`config.mk`:
```
export PLATFORM = sky130hd
export DESIGN_NAME = seg_addr_unit
export DESIGN_NICKNAME = d
export VERILOG_FILES = /design/src/rtl/seg_pkg.sv /design/src/rtl/seg_regfile.sv /design/src/rtl/seg_select.sv /design/src/rtl/seg_adder.sv /design/src/rtl/seg_addr_unit.sv
export SDC_FILE = /design/constraint.sdc
export NUM_CORES = 1
export LEC_CHECK = 0
export BUFFER_PORTS_ARGS = -buffer_cell sky130_fd_sc_hd__buf_2
export CORE_UTILIZATION = 45
export CTS_CLUSTER_DIAMETER = 100
export DETAILED_ROUTE_END_ITERATION = 8
export PLACE_DENSITY = 0.69
export SYNTH_ARGS = -nofsm -noshare
export SYNTH_HDL_FRONTEND = slang
export SYNTH_SLANG_ARGS = --single-unit
```
`constraint.sdc`:
```
create_clock -name clk -period 3.62 [get_ports clk]
set_input_delay 0.181 -clock clk [delete_from_list [all_inputs] [get_ports clk]]
set_output_delay 0.181 -clock clk [all_outputs]
set_load 0.1 [all_outputs]
```
`src/rtl/seg_pkg.sv`:
```
package seg_pkg;
  localparam int NUM_SEG = 4;
  localparam int SEL_W   = $clog2(NUM_SEG);
  localparam int KIND_W  = 3;

  // base selector encoding, shared by write port and override
  localparam logic [SEL_W-1:0] SEG_CODE  = 2'd0;
  localparam logic [SEL_W-1:0] SEG_DATA  = 2'd1;
  localparam logic [SEL_W-1:0] SEG_EXTRA = 2'd2;
  localparam logic [SEL_W-1:0] SEG_STACK = 2'd3;

  // access kinds
  localparam logic [KIND_W-1:0] KIND_FETCH = 3'd0;
  localparam logic [KIND_W-1:0] KIND_SPTR  = 3'd1;
  localparam logic [KIND_W-1:0] KIND_BPTR  = 3'd2;
  localparam logic [KIND_W-1:0] KIND_DATA  = 3'd3;
  localparam logic [KIND_W-1:0] KIND_SDST  = 3'd4;
endpackage

```
`src/rtl/seg_regfile.sv`:
```
module seg_regfile
  import seg_pkg::*;
#(
  parameter int SEG_W = 16,
  parameter logic [SEG_W-1:0] CODE_RST = '1
) (
  input  logic                          clk,
  input  logic                          rst_n,
  input  logic                          we,
  input  logic [SEL_W-1:0]              wsel,
  input  logic [SEG_W-1:0]              wdata,
  output logic [NUM_SEG-1:0][SEG_W-1:0] bases
);
  for (genvar g = 0; g < NUM_SEG; g++) begin : g_base
    localparam logic [SEG_W-1:0] RST_VAL =
      (SEL_W'(g) == SEG_CODE) ? CODE_RST : '0;
    logic [SEG_W-1:0] q;
    always_ff @(posedge clk) begin
      if (!rst_n)                         q <= RST_VAL;
      else if (we && wsel == SEL_W'(g))   q <= wdata;
    end
    assign bases[g] = q;
  end
endmodule

```
`src/rtl/seg_select.sv`:
```
module seg_select
  import seg_pkg::*;
(
  input  logic [KIND_W-1:0] kind,
  input  logic              ovr_en,
  input  logic [SEL_W-1:0]  ovr_sel,
  output logic [SEL_W-1:0]  sel
);
  logic [SEL_W-1:0] dflt;
  logic             ovr_ok;

  always_comb begin
    ovr_ok = 1'b0;
    unique case (kind)
      KIND_FETCH: dflt = SEG_CODE;
      KIND_SPTR:  dflt = SEG_STACK;
      KIND_BPTR:  begin dflt = SEG_STACK; ovr_ok = 1'b1; end
      KIND_SDST:  dflt = SEG_EXTRA;
      default:    begin dflt = SEG_DATA;  ovr_ok = 1'b1; end
    endcase
    sel = (ovr_ok && ovr_en) ? ovr_sel : dflt;
  end
endmodule

```
`src/rtl/seg_adder.sv`:
```
module seg_adder #(
  parameter int SEG_W  = 16,
  parameter int OFF_W  = 16,
  parameter int SHIFT  = 4,
  parameter int ADDR_W = SEG_W + SHIFT
) (
  input  logic [SEG_W-1:0]  base,
  input  logic [OFF_W-1:0]  off,
  output logic [ADDR_W-1:0] addr
);
  localparam int MAX_W = (SEG_W + SHIFT > OFF_W) ? SEG_W + SHIFT : OFF_W;
  localparam int SUM_W = ((MAX_W > ADDR_W) ? MAX_W : ADDR_W) + 1;

  logic [SUM_W-1:0] base_w, off_w, sum;

  always_comb begin
    base_w = SUM_W'(base) << SHIFT;
    off_w  = SUM_W'(off);
    sum    = base_w + off_w;
    addr   = sum[ADDR_W-1:0];
  end
endmodule

```
`src/rtl/seg_addr_unit.sv`:
```
module seg_addr_unit
  import seg_pkg::*;
#(
  parameter int SEG_W = 16,
  parameter int OFF_W = 16,
  parameter int SHIFT = 4,
  parameter logic [SEG_W-1:0] CODE_RST = 16'hFFFF,
  localparam int ADDR_W = SEG_W + SHIFT
) (
  input  logic               clk,
  input  logic               rst_n,
  input  logic               seg_we,
  input  logic [SEL_W-1:0]   seg_wsel,
  input  logic [SEG_W-1:0]   seg_wdata,
  input  logic               req_valid,
  output logic               req_ready,
  input  logic [KIND_W-1:0]  req_kind,
  input  logic [OFF_W-1:0]   req_off,
  input  logic               ovr_en,
  input  logic [SEL_W-1:0]   ovr_sel,
  output logic               addr_valid,
  input  logic               addr_ready,
  output logic [ADDR_W-1:0]  addr_out
);
  logic [NUM_SEG-1:0][SEG_W-1:0] bases;
  logic [SEL_W-1:0]              sel;
  logic [SEG_W-1:0]              base_cur;

  seg_regfile #(.SEG_W(SEG_W), .CODE_RST(CODE_RST)) u_regs (
    .clk(clk), .rst_n(rst_n), .we(seg_we), .wsel(seg_wsel),
    .wdata(seg_wdata), .bases(bases)
  );

  seg_select u_sel (
    .kind(req_kind), .ovr_en(ovr_en), .ovr_sel(ovr_sel), .sel(sel)
  );

  assign base_cur = bases[sel];

  seg_adder #(.SEG_W(SEG_W), .OFF_W(OFF_W), .SHIFT(SHIFT), .ADDR_W(ADDR_W)) u_add (
    .base(base_cur), .off(req_off), .addr(addr_out)
  );

  // combinational stream path: back-pressure passes straight through
  assign addr_valid = req_valid;
  assign req_ready  = addr_ready;
endmodule

```
* Word level (Yosys, flattened, before mapping) *
Cells that the tools add are included.
W data, S select, Z words.

word-level totals
  input bits = 45
  bits in registers = 64
  logic and storage cells = 26

operators by class
  equal/unequal tests = 6
  muxes and demuxes = 5
  add/sub/neg operators = 1
  $lt $le $gt $ge = 1
  reduce and logical (&&, ||, !) cells = 9

operators by type and width
  kind                  number
  $bmux W16 S2          1
  $add A20 B16 Y20      1
  $mux W16              1
  $pmux W2 S3           1
  $logic_and A1 B1 Y1   5
  $eq A2 B2 Y1 const B  2
  $eq A3 B1 Y1 const B  1
  $eq A3 B2 Y1 const B  1
  $eq A3 B3 Y1 const B  1
  $logic_not A3 Y1      1
  $lt A2 B3 Y1 const B  1
  $reduce_or A3 Y1      1
  $eq A2 B1 Y1 const B  1
  $logic_not A2 Y1      1
  $mux W2               1
  $reduce_or A2 Y1      1
  $mux W1               1

* Longest topological paths before layout *
Gate-level depths: netlist of run 1.

  depth in word-level cells = 8
  depth in mapped cells = 16
  gate-level depth less buffers = 14

* Modules after synthesis *
Synthesis of run 1 repeated with hierarchy kept, for this count alone.

unflattened totals
  cells, all modules = 387
  area, all modules = 3867.5 µm²

modules (own cells, without submodules)
  module         instances  sequential area each (µm²)  area each (µm²)  cells an instance
  seg_regfile    1          1281.2                      2563.7           249
  seg_adder      1          0.0                         820.8            108
  seg_addr_unit  1          0.0                         439.2            22
  seg_select     1          0.0                         43.8             8

* Worst setup path before layout of run 1 *
Ideal clock, no wire load.

  kind = input-to-output
  start = input ovr_en
  end = output addr_out[19]
  cell stages on the path = 14
  required time = 3439 ps
  setup slack = -665 ps
  buffers on the path = 2
  data arrival time = 4104 ps
  cells stage by stage = inv_1 o32a_1 buf_2 clkbuf_1 a211oi_1 a21oi_1 ha_1 a21o_1 nand4_1 a21oi_1 o2111ai_1 a21boi_4 nand3_1 xnor2_1

between the ends
  word-level cells in the longest chain between the ends = 5

RTL lines
  element                         RTL line             source
  start: declaration              seg_addr_unit.sv:19  input logic ovr_en,
  $logic_and A1 B1 Y1             seg_select.sv:21     sel = (ovr_ok && ovr_en) ? ovr_sel : dflt;
  $mux W2                         seg_select.sv:21
  $bmux W16 S2                    seg_addr_unit.sv:38  assign base_cur = bases[sel];
  $mux W16 (implied by the code)  seg_addr_unit.sv:38
  $add A20 B16 Y20                seg_adder.sv:19      sum = base_w + off_w;
  end: declaration                seg_addr_unit.sv:23  output logic [ADDR_W-1:0] addr_out

Every way passes these cells. The select of a mux whose other input is x is not followed.

* Worst setup path in the final report of run 1 *
  start = input req_kind[1]
  end = output addr_out[19]

between the ends
  word-level cells in the longest chain between the ends = 8
  elaborated cells between the ends (all ways) = 13
  classes of those cells = add/sub (1); eq/ne (3); mux (5); reduce/logical (4)

RTL lines
  element                                     RTL line             source
  start: declaration                          seg_addr_unit.sv:17  input logic [KIND_W-1:0] req_kind,
  $eq A3 B1 Y1, or another cell as far along  seg_select.sv:14     unique case (kind)
  $reduce_or A3 Y1 (no line)                  n/a
  $mux W1                                     seg_select.sv:14
  $logic_and A1 B1 Y1                         seg_select.sv:21
  $mux W2 (*)                                 seg_select.sv:21
  $bmux W16 S2 (*)                            seg_addr_unit.sv:38
  $mux W16 (implied by the code) (*)          seg_addr_unit.sv:38
  $add A20 B16 Y20 (*)                        seg_adder.sv:19

Every way passes the cells marked *; elsewhere a longest branch is shown, timed or not. The select of a mux whose other input is x is not followed.

==> impl_metrics.yaml, run 1 <==
global_routing:
  grt_pass1_wl_mm: 13.74
  grt_util_met2_pct: 36.60
  grt_util_all_layers_pct: 21.58
  gr-total-overflow: 0
  met3_usage_pct: 4.315
  grt_pass1_vias: 2825
  grt_start_max_net_pins: 65
  antenna_found_initial: 0
  busiest_layer: "met2"
  grt_use_met1_pct: 27.54
job:
  drv_cap: 0
drt:
  vias: 3074
  wl_per_cell_um: 15.20
  drc: 0
  drt-total-wl_mm: 8.803
  antenna_left: 0
  drt_iter0_markers: 223
  via_per_inst: 5.309
  drt_pass1_iterations: 4
finish:
  largest_reg_flops: 64
  insertedDiodeCount: 0
  largest-register: "u_regs.g_base.q"
  reg_top3: "u_regs.g_base.q (64)"
  fill_cells: 671
  final_area_sq_mm: 0.004305
  drive_gt1_share_pct: 21.88
  utilization_pct: 58.42
  area_growth_pct: 23.78
  fin_nets: 534
clock_network:
  cts_tree: "built"
  clk_latency_ps: 350
  htree_levels: 3
  clock-sinks: 64
  cts_buffers: 9
  cts_buffer_depth: 2
  hold_buffers: 0
  clk_pin_slew_ps: 80
  cts-root-buf: "clkbuf_8"
critical_path:
  cp-end-kind: "primary output"
  cpLargestDelayFamily: "compound AO/OA/AOI/OAI gates"
  path_class: "in -> out"
  cpPeakStageDelay_ps: 420
  cp_data_arrival_time_ps: 3280
  startpoint_type: "input pin"
  critPathSlowestCell: "o32a_4"
  path_cells: "buf_2, nor2_2, o32a_4, buf_4, a211oi_1, a21oi_1, ha_1, nand2_1, o21ai_0, o2111ai_1, a21boi_4, nand3_1, xnor2_2, buf_12"
  worstPathRequired_ps: 3440
  critical_path_buf_inv_count: 3
  cp_max_fo: 9
timing:
  fin_skew_ps: 0
  hold_violations: 0
  tns_ps: 0
  fmax_ghz: 0.2887
  rsz0062_at_grt: "yes"
  worst_pin_slew_ps: 1134
  drv_slew: 0
  setup_viol: 0
  period_needed_ps: 3464
  fin_crit_sh_pct: 95.69
  relSlewSlack_pct: 24.08
floorplanning:
  io_pins: 67
  die-area_sq_mm: 0.008086
  placementRows: 31
  die_h_um: 89.92
  core-area_sq_mm: 0.007370
  fp.dieW_um: 89.92
  initial_core_util_pct: 47.20
logic_synthesis:
  synthDistinctLibCells: 43
  synth_cells: 431
  synth_warnings: 0
  seq_area_frac_synth_pct: 36.83
  synth.ff_latch_count: 64
  syn_area_sq_mm: 0.003478
  synth-async-reset-ratio_pct: 0
  syn_avg_cell_area_sq_um: 8.070
  synth.net_count: 490
  synth-edff-count: 0
  synth_ff_type: "dfxtp_1"
placement:
  hpwlAfterDp_mm: 5.636
  place_congestion: 0.8044
  place_area_sq_mm: 0.004035
  io_buffers: 54
worst_hold_path:
  hp-class: "in -> reg"
outcome:
  outcome: "finished clean"
pwr:
  finalPower_mw: 2.463
  powerDensity_mw_per_mm2: 572.0
  ir_drop_mv: 0.2217
  leakage_nw: 1.820
[cell usage after synthesis, types with 6 or more instances]
| master | count | area share [%] |
|---|---|---|
| clkbuf_1 | 23 | 2.5 |
| nor2b_1 | 13 | 2.3 |
| nand2_1 | 133 | 14 |
| xnor2_1 | 10 | 2.5 |
| buf_4 | 6 | 1.3 |
| a21oi_1 | 23 | 3.3 |
| mux2i_1 | 14 | 4.0 |
| a211oi_1 | 13 | 2.8 |
| dfxtp_1 | 64 | 37 |
| ha_1 | 13 | 4.7 |
| nand3_1 | 20 | 2.9 |
| a21boi_1 | 48 | 10 |
[metal layers]
| layer | routed length (um) | part of all wire, % |
|---|---|---|
| met2 | 4287 | 49 |
| met4 | 136 | 1.5 |
| met5 | 0 | 0 |
| met3 | 387 | 4.4 |
| met1 | 3991 | 45 |
[tightest hold or removal path, cell delays in order]
cell and delay, ps:
buf_2 120, nand2_1 50, a21boi_1 50
[through the flow]
stage / worst slack (ps) / instances / hold slack [ps]
3_3_place_gp: 212.3 / 558 / 362.7
5_1_grt: -26.64 / 579 / 92.24
3_5_place_dp: 92.56 / 558 / 362.7
6_report: 156.0 / 579 / 86.94
2_1_floorplan: -80.54 / 431 / 305.0
4_1_cts: 58.67 / 574 / 82.76
[kinds of logic (layout without fill, tap and decap cells)]
| group | after synthesis | after routing | share of synthesized area (%) |
|---|---|---|---|
| AOI/OAI and AO/OA | 104 | 105 | 21.22 |
| DFF | 64 | 64 | 36.83 |
| xor gates and xnor gates | 14 | 14 | 3.525 |
| adders and majority gates | 14 | 14 | 5.252 |
| muxes | 17 | 17 | 5.971 |
| buffers and inverters | 35 | 83 | 4.712 |
| and+or+nand+nor | 183 | 183 | 22.48 |
[final timing paths]
| check | start | end | slack [ps] | cells after the start |
|---|---|---|---|---|
| worst min register to register | u_regs.g_base[1].q[7] | u_regs.g_base[1].q[7] | 450 | 2 |
| worst max register to register | u_regs.g_base[1].q[4] | u_regs.g_base[1].q[4] | 2970 | 2 |
| worst min-delay path | seg_wdata[10] | u_regs.g_base[1].q[10] | 90 | 3 |
| worst max-delay path | req_kind[1] | addr_out[19] | 160 | 14 |
[timing repair]
item                       in CTS  in global routing
setup endpoints to repair       0                  4
setup buffers                   0                  4
gates resized for setup         0                  6
[layout make-up]
class                      instances  area, sq um  area share [%]
clock buffer                      10        127.6           2.964
clock inverter                     6        60.06           1.395
inverter                           2        7.507          0.1744
multi-input combinational        333         2162           50.22
sequential                        64         1281           29.76
tap                               99        123.9           2.877
timing repair buffer              65        543.0           12.61
[cells in the final DEF, fill, tap and decap left out, drive strengths merged, types with 2 or more instances in the layout]
master	instances
mux2i	14
inv	2
nand4	2
a21boi	50
dfxtp	64
nor2b	13
o32a	2
a211oi	13
nand2	133
ha	13
mux4	3
xor2	4
clkinvlp	2
o21ai	5
and3	2
a21oi	23
a21o	5
nor2	5
clkbuf	10
clkinv	3
nand3	20
buf	65
xnor2	10
nand2b	2
[where the power goes]
group          switching (mW)  internal [mW]
Clock                   0.283          0.314
Combinational           0.745          0.377
Sequential             0.0134          0.731
Total                    1.04           1.42
(Power assumes the default switching activity.)
==> run 2, diff against run 1 <==
- RECOVER_POWER: unset -> 100
==> run 2 against run 1 <==
Compared with the run above: setup slack worse by 8.2 ps; design area down 2.4%; the run now ends with max-capacitance violations, max-slew violations left; clock power about the same; combinational power down 9.8%; critical endpoint is now addr_out[18].
==> impl_metrics.yaml, run 2 (same netlist as run 1, synthesis figures left out) <==
timing:
  fmax_ghz: 0.2880
  worst_pin_slew_ps: 2053
  rsz0062_at_grt: "yes"
  drv_slew: 17
  hold_violations: 0
  period_needed_ps: 3472
  relSlewSlack_pct: -37.14
  setup_viol: 0
  fin_skew_ps: 0
  fin_crit_sh_pct: 95.92
  tns_ps: 0
global_routing:
  met3_usage_pct: 4.315
  grt_util_all_layers_pct: 21.58
  grt_start_max_net_pins: 65
  grt_use_met1_pct: 27.54
  grt_pass1_wl_mm: 13.74
  gr-total-overflow: 0
  busiest_layer: "met2"
  grt_pass1_vias: 2825
  grt_util_met2_pct: 36.60
  antenna_found_initial: 0
clock_network:
  clk_latency_ps: 350
  clk_pin_slew_ps: 80
  cts-root-buf: "clkbuf_8"
  clock-sinks: 64
  cts_buffers: 9
  cts_tree: "built"
  cts_buffer_depth: 2
  htree_levels: 3
  hold_buffers: 0
drt:
  vias: 3104
  via_per_inst: 5.361
  drt-total-wl_mm: 8.849
  antenna_left: 0
  drt_iter0_markers: 252
  drc: 0
  drt_pass1_iterations: 5
  wl_per_cell_um: 15.28
critical_path:
  cp_max_fo: 6
  r2r_setup_slack_ps: 2910
  cp-end-kind: "primary output"
  critPathSlowestCell: "o32a_4"
  cpPeakStageDelay_ps: 420
  critical_path_buf_inv_count: 3
  path_cells: "buf_2, nor2_2, o32a_4, buf_4, a211oi_1, a21oi_1, ha_1, fa_1, a21o_1, a21oi_2, o21ai_1, nand3_1, a21boi_0, o211ai_2, xnor2_2, clkbuf_8"
  startpoint_type: "input pin"
  cpLargestDelayFamily: "compound AO/OA/AOI/OAI gates"
  cp_data_arrival_time_ps: 3290
  path_class: "in -> out"
  worstPathRequired_ps: 3440
placement:
  io_buffers: 54
  hpwlAfterDp_mm: 5.636
  dp.cells: 558
  place_congestion: 0.8044
  place_area_sq_mm: 0.004035
pwr:
  ir_drop_mv: 0.2177
  internal_power_mw: 1.327
  switching_power_mw: 1.024
  seqPwrFrac_pct: 31.6
  powerDensity_mw_per_mm2: 559.5
  p_clk_share_pct: 25.4
  swShare_pct: 43.56
  leakage_nw: 1.746
  p_comb_share_pct: 43.0
worst_hold_path:
  hp-class: "in -> reg"
floorplanning:
  fp.dieW_um: 89.92
  placementRows: 31
  die-area_sq_mm: 0.008086
  initial_core_util_pct: 47.20
  core-area_sq_mm: 0.007370
  die_h_um: 89.92
  io_pins: 67
finish:
  largest-register: "u_regs.g_base.q"
  insertedDiodeCount: 0
  area_growth_pct: 20.83
  final_area_sq_mm: 0.004203
  reg_top3: "u_regs.g_base.q (64)"
  final_cell_count_no_fill: 579
  drive_gt1_share_pct: 20.63
  final_common_cell: "nand2_1"
  largest_reg_flops: 64
  fin_nets: 534
  final_cell_mix: "133 x nand2_1, 64 x dfxtp_1, 47 x a21boi_0, 37 x buf_2"
  utilization_pct: 57.03
job:
  drv_cap: 1
outcome:
  outcome: "finished with violations"
  violations: "max-capacitance violations, max-slew violations"
## run 2: power by group through the flow
stage	Clock, mW	Sequential (mW)	Combinational, mW
floorplan	0	0.756	0.824
global placement	0	0.759	1.10
detailed placement	0	0.760	1.10
CTS	0.599	0.744	1.11
global route	0.635	0.747	1.06
finish	0.597	0.744	1.01
## run 2: per-layer routing
metal | part of all wire, % | vias up
li1 | - | 1560
met1 | 45 | 1441
met2 | 49 | 88
met3 | 4.5 | 15
met4 | 1.8 | 0
met5 | 0 | -
## run 2: cell type report
type / instances / area [sq um]
tap: 99 / 123.9
multi-input combinational: 333 / 2157
fill: 689 / 3167
inverter: 2 / 7.507
sequential: 64 / 1281
clock inverter: 6 / 60.06
timing repair buffer: 65 / 445.4
clock buffer: 10 / 127.6
## run 2: worst paths after layout
kind,from,end,cells after the start
hold reg to reg,u_regs.g_base[0].q[3],u_regs.g_base[0].q[3],2
setup / recovery,req_kind[1],addr_out[18],16
setup reg to reg,u_regs.g_base[1].q[4],u_regs.g_base[1].q[4],2
hold / removal,seg_wdata[12],u_regs.g_base[0].q[12],3
## run 2: per-stage QoR
step           power [mW]  worst slack, ps  hold slack, ps
5_1_grt             2.442           -26.64           103.7
2_1_floorplan       1.580           -80.54           305.0
3_5_place_dp        1.864            92.56           362.7
4_1_cts             2.449            58.67           82.76
3_3_place_gp        1.856            212.3           362.7
6_report            2.352            147.8           92.59
## run 2: timing repair
action | CTS | global route
setup buffers | 0 | 4
resized for setup | 0 | 6
setup endpoints to repair | 0 | 4
## run 2: worst min-delay path, delay by kind of cell
kind / cells / cell delay (ps)
simple gates: 2 / 120
buf+inv: 1 / 110
